## config.mk

```make
export PLATFORM = sky130hd
export DESIGN_NAME = ratio_clock_divider
export DESIGN_NICKNAME = d
export VERILOG_FILES = /design/src/rtl/ckdiv_pkg.sv /design/src/rtl/ckdiv_rule_check.sv /design/src/rtl/ckdiv_cfg_ctrl.sv /design/src/rtl/ckdiv_dom_counter.sv /design/src/rtl/ratio_clock_divider.sv
export SDC_FILE = /design/constraint.sdc
export NUM_CORES = 1
export LEC_CHECK = 0
export ABC_AREA = 1
export BUFFER_PORTS_ARGS = -buffer_cell sky130_fd_sc_hd__buf_4
export CAP_MARGIN = 20
export CORE_MARGIN = 5
export CORE_UTILIZATION = 62
export DETAILED_ROUTE_END_ITERATION = 10
export GPL_TIMING_DRIVEN = 0
export PLACE_DENSITY = 0.81
export SYNTH_ARGS = -nofsm -noshare
export SYNTH_HDL_FRONTEND = slang
export SYNTH_HIERARCHICAL = 1
export SYNTH_SLANG_ARGS = --single-unit
```

## constraint.sdc

```tcl
create_clock -name clk -period 4 [get_ports clk]
set_clock_uncertainty 0.2 [all_clocks]
set_input_delay 0.2 -clock clk [delete_from_list [all_inputs] [get_ports clk]]
set_output_delay 0.2 -clock clk [all_outputs]
set_load 0.02 [all_outputs]
```

## src/rtl/ckdiv_pkg.sv

```systemverilog
package ckdiv_pkg;

    localparam int NDOM   = 5;
    localparam int CODE_W = 3;
    localparam int MAXDIV = 8;
    localparam int CNT_W  = $clog2(MAXDIV);
    localparam int DIV_W  = CNT_W + 1;
    localparam int CFG_W  = NDOM * CODE_W;

    localparam int D_CORE  = 0;
    localparam int D_BUS   = 1;
    localparam int D_PERI  = 2;
    localparam int D_TFAST = 3;
    localparam int D_TSLOW = 4;

    typedef logic [CODE_W-1:0] code_t;
    typedef code_t [NDOM-1:0]  cfg_t;
    typedef logic [DIV_W-1:0]  div_t;
    typedef logic [CNT_W-1:0]  cnt_t;

    typedef enum code_t {
        SEL_DIV1 = 3'b000,
        SEL_DIV2 = 3'b001,
        SEL_DIV3 = 3'b010,
        SEL_DIV4 = 3'b011,
        SEL_DIV8 = 3'b100
    } div_sel_e;

    typedef struct packed {
        cfg_t cfg;
        logic valid;
    } pend_t;

    function automatic logic code_defined(code_t c);
        return c <= code_t'(SEL_DIV8);
    endfunction

    function automatic div_t code_div(code_t c);
        case (c)
            code_t'(SEL_DIV1): return div_t'(1);
            code_t'(SEL_DIV2): return div_t'(2);
            code_t'(SEL_DIV3): return div_t'(3);
            code_t'(SEL_DIV4): return div_t'(4);
            default:           return div_t'(MAXDIV);
        endcase
    endfunction

    function automatic cnt_t code_last(code_t c);
        div_t d;
        d = code_div(c) - div_t'(1);
        return d[CNT_W-1:0];
    endfunction

    function automatic div_t code_half(code_t c);
        div_t d;
        d = code_div(c) + div_t'(1);
        return d >> 1;
    endfunction

endpackage

```

## src/rtl/ckdiv_rule_check.sv

```systemverilog
module ckdiv_rule_check
    import ckdiv_pkg::*;
(
    input  cfg_t cand,
    output logic legal,
    output logic codes_ok,
    output logic order_ok
);
    logic [NDOM-1:0] field_ok;
    div_t            dv [NDOM];

    for (genvar i = 0; i < NDOM; i++) begin : g_field
        assign field_ok[i] = code_defined(cand[i]);
        assign dv[i]       = code_div(cand[i]);
    end

    logic bus_vs_core, peri_vs_bus, tfast_lo, tfast_hi, tslow_lo, tslow_hi;

    always_comb begin
        bus_vs_core = dv[D_BUS]   >= dv[D_CORE];
        peri_vs_bus = dv[D_PERI]  >= dv[D_BUS];
        tfast_lo    = dv[D_TFAST] >= dv[D_CORE];
        tfast_hi    = dv[D_TFAST] <= dv[D_TSLOW];
        tslow_lo    = dv[D_TSLOW] >= dv[D_BUS];
        tslow_hi    = dv[D_TSLOW] <= dv[D_PERI];
    end

    assign codes_ok = &field_ok;
    assign order_ok = bus_vs_core & peri_vs_bus & tfast_lo & tfast_hi
                    & tslow_lo & tslow_hi;
    assign legal    = codes_ok & order_ok;
endmodule

```

## src/rtl/ckdiv_cfg_ctrl.sv

```systemverilog
module ckdiv_cfg_ctrl
    import ckdiv_pkg::*;
#(
    parameter code_t RST_CODE = SEL_DIV8
) (
    input  logic clk,
    input  logic rst,
    input  logic cfg_we,
    input  logic cfg_addr,
    input  cfg_t wr_cfg,
    input  logic wr_clr,
    input  logic wr_legal,
    input  logic all_zero,
    output cfg_t act_cfg,
    output cfg_t use_cfg,
    output logic apply,
    output logic err
);
    pend_t pend_q;
    cfg_t  act_q;
    logic  err_q;

    logic word_wr, clr_wr;
    assign word_wr = cfg_we & ~cfg_addr;
    assign clr_wr  = cfg_we & cfg_addr & wr_clr;
    assign apply   = pend_q.valid & all_zero;

    always_ff @(posedge clk) begin
        if (rst) begin
            act_q        <= {NDOM{RST_CODE}};
            pend_q.cfg   <= {NDOM{RST_CODE}};
            pend_q.valid <= 1'b0;
            err_q        <= 1'b0;
        end else begin
            if (apply) begin
                act_q        <= pend_q.cfg;
                pend_q.valid <= 1'b0;
            end
            if (word_wr) begin
                if (wr_legal) begin
                    pend_q.cfg   <= wr_cfg;
                    pend_q.valid <= 1'b1;
                end else begin
                    err_q <= 1'b1;
                end
            end else if (clr_wr) begin
                err_q <= 1'b0;
            end
        end
    end

    assign act_cfg = act_q;
    assign use_cfg = apply ? pend_q.cfg : act_q;
    assign err     = err_q;
endmodule

```

## src/rtl/ckdiv_dom_counter.sv

```systemverilog
module ckdiv_dom_counter
    import ckdiv_pkg::*;
(
    input  logic  clk,
    input  logic  rst,
    input  code_t code_use,
    output logic  strobe,
    output logic  high_half
);
    cnt_t cnt_q;

    always_ff @(posedge clk) begin
        if (rst)
            cnt_q <= '0;
        else if (cnt_q >= code_last(code_use))
            cnt_q <= '0;
        else
            cnt_q <= cnt_q + cnt_t'(1);
    end

    assign strobe    = (cnt_q == '0);
    assign high_half = ({1'b0, cnt_q} < code_half(code_use));
endmodule

```

## src/rtl/ratio_clock_divider.sv

```systemverilog
module ratio_clock_divider
    import ckdiv_pkg::*;
#(
    parameter code_t RST_CODE = SEL_DIV8
) (
    input  logic             clk,
    input  logic             rst,
    input  logic             cfg_we,
    input  logic             cfg_addr,
    input  logic [CFG_W-1:0] cfg_wdata,
    output logic [NDOM-1:0]  strobe_o,
    output logic             ext_clk_o,
    output logic             cfg_err_o
);
    cfg_t            wr_cfg;
    cfg_t            act_cfg;
    cfg_t            use_cfg;
    logic            wr_legal, codes_ok, order_ok;
    logic            apply;
    logic [NDOM-1:0] strb;
    logic [NDOM-1:0] hi_half;

    assign wr_cfg = cfg_t'(cfg_wdata);

    ckdiv_rule_check u_rules (
        .cand     (wr_cfg),
        .legal    (wr_legal),
        .codes_ok (codes_ok),
        .order_ok (order_ok)
    );

    ckdiv_cfg_ctrl #(.RST_CODE(RST_CODE)) u_ctrl (
        .clk      (clk),
        .rst      (rst),
        .cfg_we   (cfg_we),
        .cfg_addr (cfg_addr),
        .wr_cfg   (wr_cfg),
        .wr_clr   (cfg_wdata[0]),
        .wr_legal (wr_legal),
        .all_zero (&strb),
        .act_cfg  (act_cfg),
        .use_cfg  (use_cfg),
        .apply    (apply),
        .err      (cfg_err_o)
    );

    for (genvar i = 0; i < NDOM; i++) begin : g_dom
        ckdiv_dom_counter u_cnt (
            .clk       (clk),
            .rst       (rst),
            .code_use  (use_cfg[i]),
            .strobe    (strb[i]),
            .high_half (hi_half[i])
        );
    end

    assign strobe_o  = strb;
    assign ext_clk_o = hi_half[D_BUS];
endmodule

```

==> metrics.md <==
| Metric | Value |
|---|---|
| Status | finished, final reports clean |
| Switching share of total power | 29.4% |
| Initial Util | 64.3% |
| Cell Rows | 27 |
| Die area | 7400 µm² |
| Drt wl/cell | 10.6 µm |
| Gate power share | 23.5% |
| Grt ovf | 0 |
| WP data required | ~3.6 ns |
| Setup_tns | 0 ns |
| Antenna violations before repair | 0 |
| Final Hold Vio Count | 0 |
| Clock Latency Late Sink | between 0.2 and 0.3 ns |
| Vias per inst | 4.79 |
| Hold path depth | 3 |
| DR vias | 3092 |
| Hold WS | 0.00611 ns |
| Boundary Pins | 26 |
| Synthesized area per cell | 6.78 µm² |
| Worst ir drop on vdd | 0.166 mV |
| Cell area after synthesis | 3580 µm² |
| Flop pwr share | between 40% and 50% |
| Period utilization | approximately nine tenths |
| Vias in the first global route | ~3000 |
| F_max | between 200 and 300 MHz |
| Nets@finish | approximately 650 |
| DRT antenna net count | 0 |
| R2R cell count | 22 |
| Critical path arrival | about 3.2 ns |
| Chip width | ~86 µm |
| Final min period | 3.61 ns |
| Cell area power density | roughly 250 nW/µm² |
| Cells after Synth | about 530 |
| Die Height | 86.0 µm |
| Worst-margin pin slew | 0.505 ns |
| CP Capture Type | output port |
| Drt pass-1 iters | 4 |
| Drt drc | 0 |
| Sw power | roughly 0.00029 W |
| Final GP Congestion | around 0.88 |
| Crit Path Class | reg2out |
| First-pass GRT wire length | 12400 µm |
| Clock tree buffer depth | 2 |
| Synth-to-Final Area Change | 13.7% |
| RSZ-0062 raised after global routing | no |
| CTS root buffer | clkbuf_8 |
| Initial DRC count | 108 |
| Worst Hold Class | in2reg |
| Design Area, Final | 4070 µm² |
| Total core area | 5570 µm² |
| Largest net degree at the start of global routing | 14 |
| H-tree depth | 2 |
| Synth warn | 6 |
| Post-layout util | 73.0% |
| Crit path launch type | register |
| Input/output buffers | 25 |
| Fraction of power consumed by the clock network | 27.0% |
| Number of antenna diodes | 0 |
| CTS tree | done |
| Placed wire-length estimate | 5460 µm |
| CP Max Fanout | 10 |
| Routed wire length | approximately 6900 µm |
| Max Cap Viol | 0 |
| Clk slew on worst S/H paths | roughly 0.080 ns |
| Max-slew headroom | 66.3% |
| GRT Overall Usage | 20.3% |
| Placed Area | just under 4000 µm² |
| Setup violators final | 0 |
| Clock sinks | 47 |
| Leakage | 2.32 nW |
| Final Max Tran Viols | 0 |
| Num CTS Buffers | 5 |
| Layout cells sized above 1 | 14.1% |
| Internal power | around 0.0007 W |
| Synth Net Count | a little over 600 |
==> power groups by stage <==
stage | logic [W] | registers [W] | clock network [W]
after global placement | 0.000215 | 0.000506 | 0
after CTS | 0.000236 | 0.000496 | 0.000279
after global routing | 0.000274 | 0.000498 | 0.000302
after detailed placement | 0.000225 | 0.000507 | 0
final | 0.000235 | 0.000496 | 0.000270
after floorplan | 0.000155 | 0.000505 | 0
==> registers in the layout, summed over array words and instances (netlist names) <==
signal and cells:
u_ctrl/err 1, u_ctrl/pend_q 16, u_ctrl/act_cfg 15, g_dom.u_cnt/cnt_q 15
==> critical path, stage by stage, from the launching register on <==
cell and delay (ns):
dfxtp_1 0.33, inv_1 0.08, ha_1 0.15, inv_1 0.03, nor2_1 0.15, nand3_1 0.16
nor2_1 0.17, nand2_2 0.16, buf_2 0.23, o21ai_1 0.18, inv_1 0.11, nor2_1 0.12
nor2_2 0.06, ha_1 0.20, xor2_1 0.16, ha_1 0.27, nand3_1 0.06, and2_1 0.13
buf_4 0.15
==> final timing paths <==
| kind | start | endpoint | slack [ns] |
|---|---|---|---|
| worst max-delay path | g_dom[2].u_cnt/cnt_q[0]$_SDFF_PP0_ | ext_clk_o | 0.39 |
| worst min-delay path | cfg_wdata[8] | u_ctrl/pend_q[9]$_SDFFE_PP1P_ | 0.006 |
| worst max register to register | g_dom[2].u_cnt/cnt_q[0]$_SDFF_PP0_ | g_dom[0].u_cnt/cnt_q[0]$_SDFF_PP0_ | 0.65 |
| worst min register to register | g_dom[2].u_cnt/cnt_q[0]$_SDFF_PP0_ | g_dom[2].u_cnt/cnt_q[0]$_SDFF_PP0_ | 0.25 |
==> through the flow <==
step           instances  setup slack (ns)  power (W)
2_1_floorplan        528             0.842   0.000660
3_3_place_gp         625             0.677   0.000721
3_5_place_dp         625             0.598   0.000732
4_1_cts              646             0.270    0.00101
5_1_grt              646            0.0189    0.00107
6_report             646             0.391    0.00100
==> timing repair <==
action | in CTS | in global routing
hold endpoints to repair | 14 | 0
resized for setup | 0 | 1
setup endpoints to repair | 0 | 1
hold buffers | 13 | 0
buffers inserted | 0 | 0
==> final cells by class <==
class | instances | area, µm²
Sequential cell | 47 | 941
Fill cell | 470 | 1500
Timing Repair Buffer | 38 | 318
Clock buffer | 7 | 76.3
Inverter | 117 | 439
Clock inverter | 1 | 5.00
Tap cell | 72 | 90.1
Buffer | 13 | 67.6
Multi-Input combinational cell | 351 | 2130
==> placed cells by master, fill, tap and decap left out, types with 2 or more instances in the layout <==
cell type,count
nand3_2,10
o21ai_1,12
xor2_1,6
inv_2,13
buf_2,3
nor2_2,7
clkbuf_1,9
ha_1,61
o21ai_0,5
o22ai_1,2
nand2_2,11
xnor2_1,5
inv_1,104
nor2_1,86
o211ai_1,6
buf_4,27
nand3_1,17
a21oi_1,11
nand4_1,2
nand2_1,105
clkbuf_8,5
dfxtp_1,47
dlygate4sd3_1,13
==> metal layers <==
layer	GRT usage [%]	vias to the layer above	routed length (µm)
met3	3.36	10	186
met4	5.32	0	97
met5	0	-	0
met2	38.5	41	3430
li1	-	1687	-
met1	23.1	1354	3130
Note: power is estimated with default switching activity, not from simulation.
